$ cat src/rtl/rxb_pkg.sv
`timescale 1ns/1ps
package rxb_pkg;
    typedef enum logic [2:0] {
        RX_HUNT,
        RX_START,
        RX_DATA,
        RX_STOP,
        RX_WAIT_HI
    } rx_state_e;

    typedef enum logic {
        CLR_IDLE,
        CLR_ARMED
    } clr_state_e;

    localparam logic SEL_STATUS = 1'b0;
    localparam logic SEL_DATA   = 1'b1;
endpackage

$ cat src/rtl/rxb_tick_gen.sv
`timescale 1ns/1ps
module rxb_tick_gen #(
    parameter int CLK_DIV = 4
) (
    input  logic clk,
    input  logic rst_n,
    output logic tick
);
    generate
        if (CLK_DIV <= 1) begin : g_every
            always_comb tick = rst_n;
        end else begin : g_count
            localparam int CW = $clog2(CLK_DIV);
            logic [CW-1:0] cnt_q;

            always_ff @(posedge clk or negedge rst_n) begin
                if (!rst_n) begin
                    cnt_q <= '0;
                    tick  <= 1'b0;
                end else if (cnt_q == CW'(CLK_DIV - 1)) begin
                    cnt_q <= '0;
                    tick  <= 1'b1;
                end else begin
                    cnt_q <= cnt_q + CW'(1);
                    tick  <= 1'b0;
                end
            end

            // ticks are separated by idle cycles when dividing
            p_tick_gap_r12: assert property (@(posedge clk) disable iff (!rst_n)
                tick |=> !tick)
                else $error("tick on consecutive cycles");
        end
    endgenerate
endmodule

$ cat src/rtl/rxb_line_sampler.sv
`timescale 1ns/1ps
module rxb_line_sampler #(
    parameter int IDLE_W = 8
) (
    input  logic              clk,
    input  logic              rst_n,
    input  logic              tick,
    input  logic              rxd,
    input  logic [IDLE_W-1:0] idle_ticks,
    output logic              rxd_s,
    output logic              idle_evt
);
    logic [1:0]        sync_q;
    logic [IDLE_W-1:0] run_q;

    always_ff @(posedge clk or negedge rst_n) begin
        if (!rst_n) begin
            sync_q <= 2'b11;
        end else begin
            sync_q <= {sync_q[0], rxd};
        end
    end

    assign rxd_s = sync_q[1];

    // Consecutive high oversampling ticks, saturating at the idle length
    always_ff @(posedge clk or negedge rst_n) begin
        if (!rst_n) begin
            run_q <= '0;
        end else if (tick) begin
            if (!rxd_s) begin
                run_q <= '0;
            end else if (run_q != idle_ticks) begin
                run_q <= run_q + IDLE_W'(1);
            end
        end
    end

    always_comb begin
        idle_evt = tick && rxd_s && (run_q == idle_ticks - IDLE_W'(1));
    end

    // the idle event fires once per high run
    p_idle_once_r10: assert property (@(posedge clk) disable iff (!rst_n)
        idle_evt |=> !idle_evt)
        else $error("idle event repeated");
endmodule

$ cat src/rtl/rxb_frame_fsm.sv
`timescale 1ns/1ps
module rxb_frame_fsm
    import rxb_pkg::*;
#(
    parameter int DATA_W = 8,
    parameter int OSR    = 16
) (
    input  logic              clk,
    input  logic              rst_n,
    input  logic              tick,
    input  logic              rxd_s,
    input  logic              nine_mode,
    output logic              start_evt,
    output logic              false_evt,
    output logic              frm_valid,
    output logic [DATA_W-1:0] frm_data,
    output logic              frm_ninth,
    output logic              frm_stop
);
    localparam int SLOT_W = $clog2(OSR + 1);
    localparam int BIT_W  = $clog2(DATA_W + 1);
    localparam int MID    = OSR / 2;

    rx_state_e         state_q, state_d;
    logic [SLOT_W-1:0] slot_q, slot_d, cur;
    logic [BIT_W-1:0]  bit_q, bit_d, last_bit;
    logic [1:0]        vote_q, vote_d;
    logic [DATA_W:0]   shr_q, shr_d;
    logic              maj;

    always_comb begin
        cur      = slot_q + SLOT_W'(1);
        maj      = (vote_q[0] & vote_q[1]) | (rxd_s & (vote_q[0] | vote_q[1]));
        last_bit = nine_mode ? BIT_W'(DATA_W) : BIT_W'(DATA_W - 1);
    end

    // Next-state logic
    always_comb begin
        state_d = state_q;
        slot_d  = slot_q;
        bit_d   = bit_q;
        vote_d  = vote_q;
        shr_d   = shr_q;
        if (tick) begin
            if (state_q == RX_START || state_q == RX_DATA || state_q == RX_STOP) begin
                slot_d = cur;
                if (cur == SLOT_W'(MID - 1)) vote_d[0] = rxd_s;
                if (cur == SLOT_W'(MID))     vote_d[1] = rxd_s;
            end
            unique case (state_q)
                RX_HUNT: begin
                    if (!rxd_s) begin
                        state_d = RX_START;
                        slot_d  = SLOT_W'(1);
                    end
                end
                RX_START: begin
                    if (cur == SLOT_W'(MID + 1) && maj) begin
                        state_d = RX_HUNT;
                    end else if (cur == SLOT_W'(OSR)) begin
                        state_d = RX_DATA;
                        slot_d  = '0;
                        bit_d   = '0;
                    end
                end
                RX_DATA: begin
                    if (cur == SLOT_W'(MID + 1)) begin
                        shr_d = {maj, shr_q[DATA_W:1]};
                    end
                    if (cur == SLOT_W'(OSR)) begin
                        slot_d = '0;
                        if (bit_q == last_bit) begin
                            state_d = RX_STOP;
                        end else begin
                            bit_d = bit_q + BIT_W'(1);
                        end
                    end
                end
                RX_STOP: begin
                    if (cur == SLOT_W'(MID + 1)) begin
                        state_d = RX_WAIT_HI;
                    end
                end
                RX_WAIT_HI: begin
                    if (rxd_s) begin
                        state_d = RX_HUNT;
                    end
                end
            endcase
        end
    end

    // State register
    always_ff @(posedge clk or negedge rst_n) begin
        if (!rst_n) begin
            state_q <= RX_HUNT;
            slot_q  <= '0;
            bit_q   <= '0;
            vote_q  <= 2'b11;
            shr_q   <= '0;
        end else begin
            state_q <= state_d;
            slot_q  <= slot_d;
            bit_q   <= bit_d;
            vote_q  <= vote_d;
            shr_q   <= shr_d;
        end
    end

    // Outputs
    always_comb begin
        start_evt = tick && (state_q == RX_HUNT) && !rxd_s;
        false_evt = tick && (state_q == RX_START) && (cur == SLOT_W'(MID + 1)) && maj;
        frm_valid = tick && (state_q == RX_STOP) && (cur == SLOT_W'(MID + 1));
        frm_stop  = maj;
        frm_data  = nine_mode ? shr_q[DATA_W-1:0] : shr_q[DATA_W:1];
        frm_ninth = nine_mode ? shr_q[DATA_W] : 1'b0;
    end

    // a low line keeps the engine blocked after a frame
    p_rearm_wait_r7: assert property (@(posedge clk) disable iff (!rst_n)
        (state_q == RX_WAIT_HI && tick && !rxd_s) |=> state_q == RX_WAIT_HI)
        else $error("left wait-high on a low sample");

    // the first low sample counts as slot one of the start bit
    p_start_slot_r8: assert property (@(posedge clk) disable iff (!rst_n)
        start_evt |=> (state_q == RX_START && slot_q == SLOT_W'(1)))
        else $error("start search did not begin at slot one");

    // a false start returns to the search
    p_false_hunt_r9: assert property (@(posedge clk) disable iff (!rst_n)
        false_evt |=> state_q == RX_HUNT)
        else $error("false start did not return to hunt");
endmodule

$ cat src/rtl/rxb_status_regs.sv
`timescale 1ns/1ps
module rxb_status_regs
    import rxb_pkg::*;
#(
    parameter int DATA_W = 8
) (
    input  logic              clk,
    input  logic              rst_n,
    input  logic              nine_mode,
    input  logic              start_evt,
    input  logic              false_evt,
    input  logic              idle_evt,
    input  logic              frm_valid,
    input  logic [DATA_W-1:0] frm_data,
    input  logic              frm_ninth,
    input  logic              frm_stop,
    input  logic              rd_en,
    input  logic              rd_sel,
    output logic [DATA_W-1:0] rd_data,
    output logic              rx_full,
    output logic              frame_err,
    output logic              ninth_bit
);
    clr_state_e        clr_q, clr_d;
    logic [DATA_W-1:0] data_q;
    logic              brk_q, rip_q, rxf_q, fe_q, n9_q;
    logic              brk_hit, rd_stat, rd_dat, brk_clear;

    always_comb begin
        rd_stat = rd_en && (rd_sel == SEL_STATUS);
        rd_dat  = rd_en && (rd_sel == SEL_DATA);
        brk_hit = frm_valid && (frm_data == '0) && !frm_stop
                  && (!nine_mode || !frm_ninth);
    end

    // Break-clear sequencer
    always_comb begin
        clr_d     = clr_q;
        brk_clear = 1'b0;
        unique case (clr_q)
            CLR_IDLE: begin
                if (rd_stat && brk_q) clr_d = CLR_ARMED;
            end
            CLR_ARMED: begin
                if (rd_dat) begin
                    clr_d     = CLR_IDLE;
                    brk_clear = 1'b1;
                end
            end
        endcase
    end

    always_ff @(posedge clk or negedge rst_n) begin
        if (!rst_n) begin
            clr_q  <= CLR_IDLE;
            data_q <= '0;
            brk_q  <= 1'b0;
            rip_q  <= 1'b0;
            rxf_q  <= 1'b0;
            fe_q   <= 1'b0;
            n9_q   <= 1'b0;
        end else begin
            clr_q <= clr_d;
            if (brk_hit)        brk_q <= 1'b1;
            else if (brk_clear) brk_q <= 1'b0;
            if (start_evt)                  rip_q <= 1'b1;
            else if (false_evt || idle_evt) rip_q <= 1'b0;
            if (frm_valid) begin
                data_q <= frm_data;
                rxf_q  <= 1'b1;
                fe_q   <= !frm_stop;
                n9_q   <= brk_hit ? 1'b0 : frm_ninth;
            end else if (rd_dat) begin
                rxf_q <= 1'b0;
                fe_q  <= 1'b0;
            end
        end
    end

    always_comb begin
        rd_data   = (rd_sel == SEL_DATA) ? data_q : {{(DATA_W-2){1'b0}}, brk_q, rip_q};
        rx_full   = rxf_q;
        frame_err = fe_q;
        ninth_bit = n9_q;
    end

    // a new break comes with framing error and receive-full
    p_brk_flags_r4: assert property (@(posedge clk) disable iff (!rst_n)
        $rose(brk_q) |-> (fe_q && rxf_q))
        else $error("break without companion flags");

    // nine-bit break leaves the ninth bit low
    p_brk_ninth_r5: assert property (@(posedge clk) disable iff (!rst_n)
        ($rose(brk_q) && nine_mode) |-> !ninth_bit)
        else $error("ninth bit set on break");

    // the break flag only falls on a data read that follows the armed status read
    p_brk_seq_r6: assert property (@(posedge clk) disable iff (!rst_n)
        $fell(brk_q) |-> $past(clr_q == CLR_ARMED && rd_dat))
        else $error("break cleared outside the read sequence");

    p_brk_hold_r6: assert property (@(posedge clk) disable iff (!rst_n)
        (brk_q && !rd_dat) |=> brk_q)
        else $error("break lost without a data read");

    // in-progress follows a start sample
    p_rip_set_r8: assert property (@(posedge clk) disable iff (!rst_n)
        start_evt |=> rip_q)
        else $error("in-progress not set");

    // false start and idle drop in-progress
    p_rip_false_r9: assert property (@(posedge clk) disable iff (!rst_n)
        false_evt |=> !rip_q)
        else $error("in-progress kept after false start");

    p_rip_idle_r10: assert property (@(posedge clk) disable iff (!rst_n)
        idle_evt |=> !rip_q)
        else $error("in-progress kept after idle");

    // data read drops receive-full and framing error
    p_rd_clear_r11: assert property (@(posedge clk) disable iff (!rst_n)
        (rd_dat && !frm_valid) |=> (!rx_full && !frame_err))
        else $error("data read did not clear flags");
endmodule

$ cat src/rtl/rxb_break_rx.sv
`timescale 1ns/1ps
module rxb_break_rx #(
    parameter int CLK_DIV = 4,
    parameter int DATA_W  = 8,
    parameter int OSR     = 16
) (
    input  logic              clk,
    input  logic              rst_n,
    input  logic              nine_mode,
    input  logic              rxd,
    input  logic              rd_en,
    input  logic              rd_sel,
    output logic [DATA_W-1:0] rd_data,
    output logic              rx_full,
    output logic              frame_err,
    output logic              ninth_bit
);
    localparam int IDLE_SHORT = (DATA_W + 2) * OSR;
    localparam int IDLE_LONG  = (DATA_W + 3) * OSR;
    localparam int IDLE_W     = $clog2(IDLE_LONG + 1);

    logic              tick, rxd_s, idle_evt;
    logic              start_evt, false_evt, frm_valid, frm_ninth, frm_stop;
    logic [DATA_W-1:0] frm_data;
    logic [IDLE_W-1:0] idle_ticks;

    always_comb begin
        idle_ticks = nine_mode ? IDLE_W'(IDLE_LONG) : IDLE_W'(IDLE_SHORT);
    end

    rxb_tick_gen #(.CLK_DIV(CLK_DIV)) u_tick (
        .clk  (clk),
        .rst_n(rst_n),
        .tick (tick)
    );

    rxb_line_sampler #(.IDLE_W(IDLE_W)) u_line (
        .clk       (clk),
        .rst_n     (rst_n),
        .tick      (tick),
        .rxd       (rxd),
        .idle_ticks(idle_ticks),
        .rxd_s     (rxd_s),
        .idle_evt  (idle_evt)
    );

    rxb_frame_fsm #(.DATA_W(DATA_W), .OSR(OSR)) u_fsm (
        .clk      (clk),
        .rst_n    (rst_n),
        .tick     (tick),
        .rxd_s    (rxd_s),
        .nine_mode(nine_mode),
        .start_evt(start_evt),
        .false_evt(false_evt),
        .frm_valid(frm_valid),
        .frm_data (frm_data),
        .frm_ninth(frm_ninth),
        .frm_stop (frm_stop)
    );

    rxb_status_regs #(.DATA_W(DATA_W)) u_regs (
        .clk      (clk),
        .rst_n    (rst_n),
        .nine_mode(nine_mode),
        .start_evt(start_evt),
        .false_evt(false_evt),
        .idle_evt (idle_evt),
        .frm_valid(frm_valid),
        .frm_data (frm_data),
        .frm_ninth(frm_ninth),
        .frm_stop (frm_stop),
        .rd_en    (rd_en),
        .rd_sel   (rd_sel),
        .rd_data  (rd_data),
        .rx_full  (rx_full),
        .frame_err(frame_err),
        .ninth_bit(ninth_bit)
    );
endmodule

$ cat config.mk
export PLATFORM = sky130hd
export DESIGN_NAME = rxb_break_rx
export DESIGN_NICKNAME = d
export VERILOG_FILES = /design/src/rtl/rxb_pkg.sv /design/src/rtl/rxb_tick_gen.sv /design/src/rtl/rxb_line_sampler.sv /design/src/rtl/rxb_frame_fsm.sv /design/src/rtl/rxb_status_regs.sv /design/src/rtl/rxb_break_rx.sv
export SDC_FILE = /design/constraint.sdc
export NUM_CORES = 1
export LEC_CHECK = 0
export BUFFER_PORTS_ARGS = -buffer_cell sky130_fd_sc_hd__buf_2
export CORE_ASPECT_RATIO = 0.9
export CORE_MARGIN = 10
export CORE_UTILIZATION = 45
export DETAILED_ROUTE_END_ITERATION = 12
export PLACE_DENSITY = 0.67
export SLEW_MARGIN = 20
export SYNTH_ARGS = -nofsm -noshare
export SYNTH_HDL_FRONTEND = slang
export SYNTH_SLANG_ARGS = --single-unit
$ cat constraint.sdc
create_clock -name clk -period 2.3 [get_ports clk]
set_input_delay 0.115 -clock clk [delete_from_list [all_inputs] [get_ports clk]]
set_output_delay 0.115 -clock clk [all_outputs]
set_load 0.02 [all_outputs]
==> impl_metrics.toml, run 1 <==
[pwr]
seq_power_share = 0.488
power_mw = 2.27
p_sw_mw = 0.785
clockPowerShare = 0.229
pwr_density_cell_nw_per_um2 = 716
leakagePower_nw = 1.45
swShare = 0.346
ir_drop_mv = 0.361
pwr-share-comb = 0.283
intPower_mw = 1.48

[synth]
synth_edf_count = 0
synthTopCellsByArea = "dfrtp_1, mux2_1, mux2_2"
synth_most_common_cell = "dfrtp_1"
synth_common_cells = "dfrtp_1, nand2_1, nor2_1"
yosys.area.top_type = "dfrtp_1"
ys_types = 62
synth-async-reset-ratio = 1.00
yosys_warnings = 0
yosysSeqAreaShare = 0.444
syn_area_um2 = 2830
synth_flop_cell = "dfrtp_1"
synthCells = 276
synth_top_area_share = 0.407
avgSynthCellArea_um2 = 10.3
synth_seq_cells = 50
synth_nets = 290

[clock_network]
cts_max_path_buffers = 2
cts_num_sinks = 50
htree_levels = 2
cts_buffers = 5
clk_latency_ns = 0.31
cts_tree = "built"
clkTransAtPathRegs_ns = 0.10
clockRootBuffer = "clkbuf_8"
post_cts_buffers = 0

[worst_setup_path]
slowest_stage = "or3_4"
arrival_ns = 2.39
crit_start = "u_fsm.slot_q[0]"
crit_chain = "ha_1 > nand3_2 > buf_4 > o211ai_2 > nand3_4 > or3_4 > a211o_1"
cpPeakStageDelay_ns = 0.42
endpoint = "u_fsm.bit_q[3]"
reg2reg_depth = 7
cp-end-kind = "flop"
critPathMaxFanout = 7
r2r_slack_ns = 0.11
reg2reg_to = "u_fsm.bit_q[3]"
cp.required_ns = 2.50
r2r-start = "u_fsm.slot_q[0]"
crit_type = "flop to flop"
crit_path_start_kind = "flop"

[sta]
final-max-slew-violation-count = 0
period_share = 0.951
post-route-min-period_ns = 2.19
setup_viol = 0
fin_hold_ws_ns = 0.0141
finalWorstSetupSlack_ns = 0.112
maxSlewHeadroom = 0.522
rsz0062_at_grt = "no"
worst_pin_slew_ns = 0.716
setup_tns_ns = 0
hold_viol = 0
fmax_mhz = 457
fin_worst_skew_ns = 0.0120

[finish]
final_design_area_no_fill_um2 = 3170
drive_above_1_share = 0.230
n_antenna_cell = 0
n_fill_cell = 565
syn2layout_area_growth_pct = 11.9
final_net_count = 313

[routing]
drt_drc_violations_left = 0
ant_nets = 0
totalWireLength_um = 5790
routed-via-count = 2066
drtIter0Drc = 98
vias_per_cell = 5.34
drt_pass1_iterations = 4
wl_per_cell_um = 15.0

[floorplanning]
fp-row-count = 27
die-area_um2 = 9870
initial_core_util = 0.463
die_width_um = 104
core_um2 = 6110
die_h_um = 95.2
io_pins = 17

[global_routing]
grt_max_degree = 33
antenna_found_initial = 0
gr-total-overflow = 0
grt_pass1_wl_um = 10000
grt_pass1_vias = 2043
grt_use_total = 0.120

[placed_design]
place_congestion = 0.875
placed_cell_area_um2 = 3040
dp.final_hpwl_um = 4270
portBuffers = 16
pre_cts_ws_ns = 0.0161

[outcome]
outcome = "finished clean"

[job]
drv_cap = 0

[worst_hold_path]
hold_path_class = "input pin to flop"
min_path_cells = 2
[stage by stage]
stage,std cells,utilization
floorplan,276,-
global placement,377,0.496
detailed placement,377,0.496
CTS,387,0.516
global route,387,0.518
finish,387,0.518
[power by group through the flow]
stage | combinational (mW) | sequential (mW) | clock, mW
floorplan | 0.494 | 1.06 | 0
global placement | 0.610 | 1.11 | 0
detailed placement | 0.623 | 1.12 | 0
CTS | 0.635 | 1.10 | 0.535
global route | 0.708 | 1.12 | 0.574
finish | 0.641 | 1.11 | 0.519
[layer usage]
layer | up-vias | track usage | part of all wire
li1 | 1038 | - | -
met3 | 4 | 0.0249 | 0.027
met4 | 0 | 0.0364 | 0.0086
met1 | 999 | 0.153 | 0.48
met5 | - | 0 | 0
met2 | 25 | 0.203 | 0.48
[state kept, by name, indices dropped and copies added, names as in the netlist, 2 cells and up]
signal	flops
u_line.sync_q	2
u_line.run_q	8
u_fsm.shr_q	9
u_tick.g_count.cnt_q	2
u_fsm.state_q	3
u_fsm.bit_q	4
u_regs.data_q	8
u_fsm.slot_q	5
u_fsm.vote_q	2
[layout by cell type (no fill, tap or decap), drive strengths merged, types with 4 or more instances in the layout]
master	Yosys	routed
a21o	5	5
a21oi	5	5
a22o	4	4
a31oi	5	5
and2	6	6
buf	10	30
clkbuf	6	5
dfrtp	46	46
dfstp	4	4
ha	8	8
inv	11	11
mux2	27	27
nand2	28	28
nand3	7	7
nor2	19	19
nor3	7	7
nor4	4	4
o21ai	16	16
o31ai	5	5
or3	5	5
xnor2	5	5
[logic make-up (layout without fill, tap and decap cells)]
| family | count (synthesis) | count (layout) | share of synthesized area |
|---|---|---|---|
| mux | 28 | 28 | 0.111 |
| simple gates | 99 | 99 | 0.196 |
| xor+xnor | 8 | 8 | 0.0274 |
| flops | 50 | 50 | 0.444 |
| compound gates | 54 | 54 | 0.134 |
| buf+inv | 27 | 51 | 0.0460 |
| fa+ha+maj | 10 | 10 | 0.0424 |
[how the worst min path moves through the flow]
| stage | startpoint | endpoint | slack [ns] |
|---|---|---|---|
| floorplan | rst_n | u_fsm.bit_q[0] | -0.18 |
| global placement | rst_n | u_fsm.slot_q[3] | 0.21 |
| detailed placement | rst_n | u_fsm.slot_q[3] | 0.21 |
| CTS | rd_en | u_regs.clr_q | 0.006 |
| global route | rd_en | u_regs.clr_q | 0.008 |
| finish | rd_en | u_regs.clr_q | 0.01 |
[layout make-up]
class | instances | area (um2) | area share
Tap cell | 87 | 109 | 0.0344
Multi-Input combinational cell | 199 | 1470 | 0.463
Inverter | 11 | 41.3 | 0.0130
Clock inverter | 3 | 21.3 | 0.00672
Timing Repair Buffer | 32 | 205 | 0.0648
Sequential cell | 50 | 1260 | 0.397
Clock buffer | 5 | 68.8 | 0.0217
[worst max-delay path, delay by kind of cell, from the launching register on]
| family | cells | cell delay (ns) |
|---|---|---|
| AO/OA/AOI/OAI | 2 | 0.54 |
| adder cells (fa/ha/maj) | 1 | 0.29 |
| buffers and inverters | 1 | 0.19 |
| flip-flops | 1 | 0.37 |
| AND/OR/NAND/NOR | 3 | 0.69 |
[repair_timing]
action | CTS | global route
pin swaps | 1 | 0
hold buffers | 2 | 0
hold endpoints to repair | 27 | 0
setup endpoints to repair | 1 | 16
resized for setup | 1 | 2
Note: power is estimated with default switching activity, not from simulation.
==> inputs of run 2 (changes only) <==
--- a/config.mk
+++ b/config.mk
@@ -7,7 +7,6 @@
 export LEC_CHECK = 0
 export BUFFER_PORTS_ARGS = -buffer_cell sky130_fd_sc_hd__buf_2
 export CORE_ASPECT_RATIO = 0.9
-export CORE_MARGIN = 10
 export CORE_UTILIZATION = 45
 export DETAILED_ROUTE_END_ITERATION = 12
 export PLACE_DENSITY = 0.67
==> impl_metrics.toml, run 2 (same netlist as run 1, synthesis figures left out) <==
[finish]
fin_util = 0.523
final_net_count = 315
final_cell_mix = "dfrtp_1, nand2_1, nor2_1"
drive_above_1_share = 0.235
final_design_area_no_fill_um2 = 3180
syn2layout_area_growth_pct = 12.3
n_antenna_cell = 0
largest_register = "u_fsm.shr_q"
final_cells = 374
largest_reg_flops = 9
largestRegisters = "u_fsm.shr_q: 9 flops, u_line.run_q: 8 flops, u_regs.data_q: 8 flops"
final_common_cell = "dfrtp_1"

[worst_setup_path]
r2r-start = "u_fsm.slot_q[0]"
arrival_ns = 2.38
cp.required_ns = 2.49
cpPeakStageDelay_ns = 0.42
crit_chain = "ha_1 > or3b_1 > o211ai_2 > nand3_4 > or3_4 > a211o_1"
cp-end-kind = "flop"
reg2reg_depth = 6
crit_type = "flop to flop"
reg2reg_to = "u_fsm.bit_q[3]"
r2r_slack_ns = 0.11
crit_path_start_kind = "flop"
slowest_stage = "or3_4"
critPathMaxFanout = 7

[pwr]
p_sw_mw = 0.795
pwr-share-comb = 0.283
seq_power_share = 0.482
ir_drop_mv = 0.472
pwr_density_cell_nw_per_um2 = 719
clockPowerShare = 0.235
swShare = 0.347
leakagePower_nw = 1.46
intPower_mw = 1.49
power_mw = 2.29

[routing]
wl_per_cell_um = 14.7
vias_per_cell = 5.65
drt_drc_violations_left = 0
drt_pass1_iterations = 4
totalWireLength_um = 5520
ant_nets = 0
routed-via-count = 2113
drtIter0Drc = 140

[placed_design]
place_congestion = 0.824
dp.final_hpwl_um = 3920
placed_cell_area_um2 = 3040
portBuffers = 16
pre_cts_ws_ns = 0.00542
dpl.cell_count = 364

[floorplanning]
die-area_um2 = 6610
core_um2 = 6080
initial_core_util = 0.465
die_h_um = 77.2
fp-row-count = 27
io_pins = 17
die_width_um = 85.6

[clock_network]
htree_levels = 2
cts_tree = "built"
cts_max_path_buffers = 2
cts_num_sinks = 50
cts_buffers = 5
clk_latency_ns = 0.31
clkTransAtPathRegs_ns = 0.10
clockRootBuffer = "clkbuf_8"

[sta]
post-route-min-period_ns = 2.19
period_share = 0.951
final-max-slew-violation-count = 0
fin_hold_ws_ns = 0.0254
setup_viol = 0
worst_pin_slew_ns = 0.511
finalWorstSetupSlack_ns = 0.113
hold_viol = 0
setup_tns_ns = 0
maxSlewHeadroom = 0.659
fin_worst_skew_ns = 0.0109
rsz0062_at_grt = "no"
fmax_mhz = 457

[outcome]
outcome = "finished clean"

[worst_hold_path]
hold_path_class = "input pin to flop"
min_path_cells = 2
hold_path_startpoint = "rd_en"
min_to = "u_regs.clr_q"

[global_routing]
grt_use_total = 0.182
grt_pass1_wl_um = 9580
gr-total-overflow = 0
grt_max_degree = 31
grt_pass1_vias = 1986
antenna_found_initial = 0

[job]
drv_cap = 0
==> run 2: cell types whose count changed in the layout (fill, tap and decap cells not counted) <==
cell / before / now
buf_12: 0 / 1
buf_4: 14 / 15
clkinv_2: 1 / 0
inv_6: 0 / 1
==> run 2: layout make-up <==
class | count | area [um2]
Clock inverter | 3 | 25.0
Multi-Input combinational cell | 199 | 1470
Clock buffer | 5 | 68.8
Sequential cell | 50 | 1260
Timing Repair Buffer | 34 | 233
Tap cell | 72 | 90.1
Fill cell | 554 | 2900
Inverter | 11 | 41.3
==> run 2: critical path, delay by kind of cell (launching register included) <==
family,cells,cell delay [ns]
adder cells (fa/ha/maj),1,0.28
AO/OA/AOI/OAI,2,0.43
flip-flops,1,0.39
AND/OR/NAND/NOR,3,0.97
==> run 2: metal layers <==
layer	routed length, um	track usage	vias up
li1	-	-	1042
met1	2710	0.265	1018
met2	2500	0.276	47
met3	249	0.0355	6
met4	53	0.0533	0
met5	0	0	-
==> run 2: worst max path at each step <==
stage | from | endpoint | slack (ns)
detailed placement | u_fsm.slot_q[0] | u_fsm.shr_q[2] | 0.005
finish | u_fsm.slot_q[0] | u_fsm.bit_q[3] | 0.11
CTS | u_fsm.slot_q[0] | u_fsm.shr_q[2] | 0.004
floorplan | u_fsm.slot_q[0] | u_fsm.bit_q[3] | 0.12
global route | u_fsm.slot_q[0] | u_fsm.shr_q[2] | 0.02
global placement | u_fsm.slot_q[0] | u_fsm.shr_q[4] | 0.09
==> run 2: repair_timing <==
item	in CTS	in global routing
hold endpoints to repair	21	0
setup endpoints to repair	0	8
hold buffers	2	0
gates resized for setup	0	3
setup buffers	0	0
==> run 2: power groups by stage <==
stage	clock network, mW	logic (mW)	registers [mW]
floorplan	0	0.494	1.06
global placement	0	0.612	1.10
detailed placement	0	0.623	1.11
CTS	0.562	0.635	1.09
global route	0.586	0.723	1.12
finish	0.537	0.648	1.10
==> inputs of run 3 (changes only) <==
--- a/config.mk
+++ b/config.mk
@@ -5,6 +5,7 @@
 export SDC_FILE = /design/constraint.sdc
 export NUM_CORES = 1
 export LEC_CHECK = 0
+export ABC_AREA = 1
 export BUFFER_PORTS_ARGS = -buffer_cell sky130_fd_sc_hd__buf_2
 export CORE_ASPECT_RATIO = 0.9
 export CORE_UTILIZATION = 45
@@ -14,3 +15,4 @@
 export SYNTH_ARGS = -nofsm -noshare
 export SYNTH_HDL_FRONTEND = slang
 export SYNTH_SLANG_ARGS = --single-unit
+export TNS_END_PERCENT = 5
==> impl_metrics.toml, run 3 <==
[outcome]
outcome = "complete, but fails checks"
violations = "design-rule violations"

[synth]
syn_area_um2 = 2760
synthTopCellsByArea = "dfrtp_1, nand2_1, o21ai_0"
avgSynthCellArea_um2 = 7.92
synth_flop_cell = "dfrtp_1"
yosysSeqAreaShare = 0.456
ys_types = 35
synthCells = 348
yosys.area.top_type = "dfrtp_1"
synth_most_common_cell = "nand2_1"
yosys_warnings = 0
synth_top_area_share = 0.418
synth_common_cells = "nand2_1, dfrtp_1, inv_1"
synth-async-reset-ratio = 1.00
synth_edf_count = 0
synth_nets = 362
synth_seq_cells = 50

[pwr]
leakagePower_nw = 1.44
clockPowerShare = 0.190
seq_power_share = 0.446
ir_drop_mv = 0.452
swShare = 0.403
pwr_density_cell_nw_per_um2 = 902
p_sw_mw = 1.09
intPower_mw = 1.61
pwr-share-comb = 0.364

[routing]
totalWireLength_um = 5260
drtIter0Drc = 111
drt_pass1_iterations = 8
wl_per_cell_um = 12.1
vias_per_cell = 5.01
drt_drc_violations_left = 4
ant_nets = 0
routed-via-count = 2178

[finish]
n_antenna_cell = 0
final_cells = 435
largest_register = "u_fsm.shr_q"
n_fill_cell = 561
final_net_count = 378
largestRegisters = "u_fsm.shr_q: 9 flops, u_line.run_q: 8 flops, u_regs.data_q: 8 flops"
area.sequential_um2 = 1260
multi_input_area_um2 = 1270
drive_above_1_share = 0.132
final_cell_mix = "nand2_1, dfrtp_1, inv_1"
final_common_cell = "nand2_1"
syn2layout_area_growth_pct = 8.67
largest_reg_flops = 9
fin_util = 0.517

[global_routing]
gr-total-overflow = 0
grt_pass1_vias = 2080
grt_pass1_wl_um = 9470
grt_use_total = 0.186
use_met1 = 0.275
grtUsageMet2 = 0.264
antenna_found_initial = 0
grt-busiest-layer = "met1"
grt_max_degree = 51
gr-usage-met3 = 0.0553

[sta]
setup_tns_ns = 0
period_share = 0.822
fin_worst_skew_ns = 0.0112
fmax_mhz = 529
finalWorstSetupSlack_ns = 0.410
post-route-min-period_ns = 1.89
hold_viol = 0
maxSlewHeadroom = 0.545
worst_pin_slew_ns = 0.675
final-max-slew-violation-count = 0
fin_hold_ws_ns = 0.0994
rsz0062_at_grt = "no"
setup_viol = 0

[worst_hold_path]
hold_path_startpoint = "rd_en"
hold_path_class = "input pin to flop"
min_path_cells = 5
min_to = "u_regs.clr_q"

[worst_setup_path]
r2r-start = "u_fsm.slot_q[0]"
cp.required_ns = 2.52
r2r_slack_ns = 0.41
reg2reg_to = "u_regs.ninth_bit"
arrival_ns = 2.11
cp-end-kind = "flop"
critPathMostFrequentCell = "nand2_1"
critPathMaxFanout = 21
crit_chain = "ha_1 > inv_1 > nand2_1 > nand2_1 > nand3_2 > nor2_4 > nand2_2 > o31ai_1"
crit_type = "flop to flop"
cpPeakStageDelay_ns = 0.46
slowest_stage = "dfrtp_1"
crit_path_start_kind = "flop"
reg2reg_depth = 8

[placed_design]
portBuffers = 16
pre_cts_ws_ns = 0.417
place_congestion = 0.858
dp.final_hpwl_um = 3760
dpl.cell_count = 425

[floorplanning]
initial_core_util = 0.476
io_pins = 17
die_h_um = 76.2
fp-row-count = 26
die_width_um = 84.5
die-area_um2 = 6440
core_um2 = 5790

[clock_network]
clk_latency_ns = 0.30
cts_num_sinks = 50
cts_buffers = 5
post_cts_buffers = 0
cts_max_path_buffers = 2
clockRootBuffer = "clkbuf_8"
clkTransAtPathRegs_ns = 0.10
htree_levels = 2
ctsResizeCount = 0
cts_tree = "built"
ctsHoldBuffers = 2

[job]
drv_cap = 0
==> run 3: cell types whose count changed after synthesis, sizes merged, moves of 6 or more <==
cell | previous run | this run
o21ai | 16 | 43
nand2 | 28 | 98
mux2 | 27 | 1
a21oi | 5 | 12
and2 | 6 | 0
nor2 | 19 | 26
nand3 | 7 | 25
inv | 11 | 40
==> run 3: cell families after synthesis <==
kind of cell,count (synthesis),synth area share
fa+ha+maj,9,0.0400
simple gates,167,0.274
compound gates,60,0.116
buf+inv,52,0.0813
flops,50,0.456
mux,1,0.00409
xor+xnor,9,0.0286
==> run 3: how the worst max path moves through the flow <==
stage	startpoint	end	slack, ns	depth (start not counted)
detailed placement	u_fsm.slot_q[0]	u_regs.ninth_bit	0.42	8
global placement	u_fsm.slot_q[0]	u_regs.ninth_bit	0.47	8
CTS	u_fsm.slot_q[0]	u_regs.ninth_bit	0.41	8
global route	u_fsm.slot_q[0]	u_regs.data_q[3]	0.23	8
floorplan	u_fsm.slot_q[0]	u_fsm.state_q[2]	0.66	11
finish	u_fsm.slot_q[0]	u_regs.ninth_bit	0.41	8
==> run 3: worst max-delay path, delay by kind of cell (launching register included) <==
kind                     cells  cell delay [ns]
adder cells (fa/ha/maj)      1             0.28
flip-flops                   1             0.46
AO/OA/AOI/OAI                1             0.26
AND/OR/NAND/NOR              5             0.71
buffers and inverters        1             0.09
==> run 3: metrics by stage <==
stage | instance area, um2 | total power [mW]
floorplan | 2760 | 1.96
global placement | 2880 | 2.19
detailed placement | 2880 | 2.20
CTS | 2990 | 2.72
global route | 2990 | 2.94
finish | 2990 | 2.70
==> run 3: cell type report <==
type | instances | area share
inverters | 40 | 0.0501
flip-flops and latches | 50 | 0.420
repair buffers | 21 | 0.0451
clock inverters | 3 | 0.00710
multi-input cells | 246 | 0.426
clock buffers | 5 | 0.0230
well taps | 70 | 0.0293
==> run 3: power groups by stage <==
stage | combinational (mW) | sequential, mW | clock, mW
final | 0.983 | 1.20 | 0.513
after global routing | 1.13 | 1.23 | 0.575
after CTS | 0.983 | 1.20 | 0.536
after detailed placement | 0.977 | 1.22 | 0
after global placement | 0.974 | 1.21 | 0
after floorplan | 0.786 | 1.18 | 0
==> run 3: metal layers <==
layer / wire length [um] / vias to the layer above
li1: - / 1150
met1: 2860 / 988
met2: 2220 / 36
met3: 157 / 4
met4: 31 / 0
met5: 0 / -
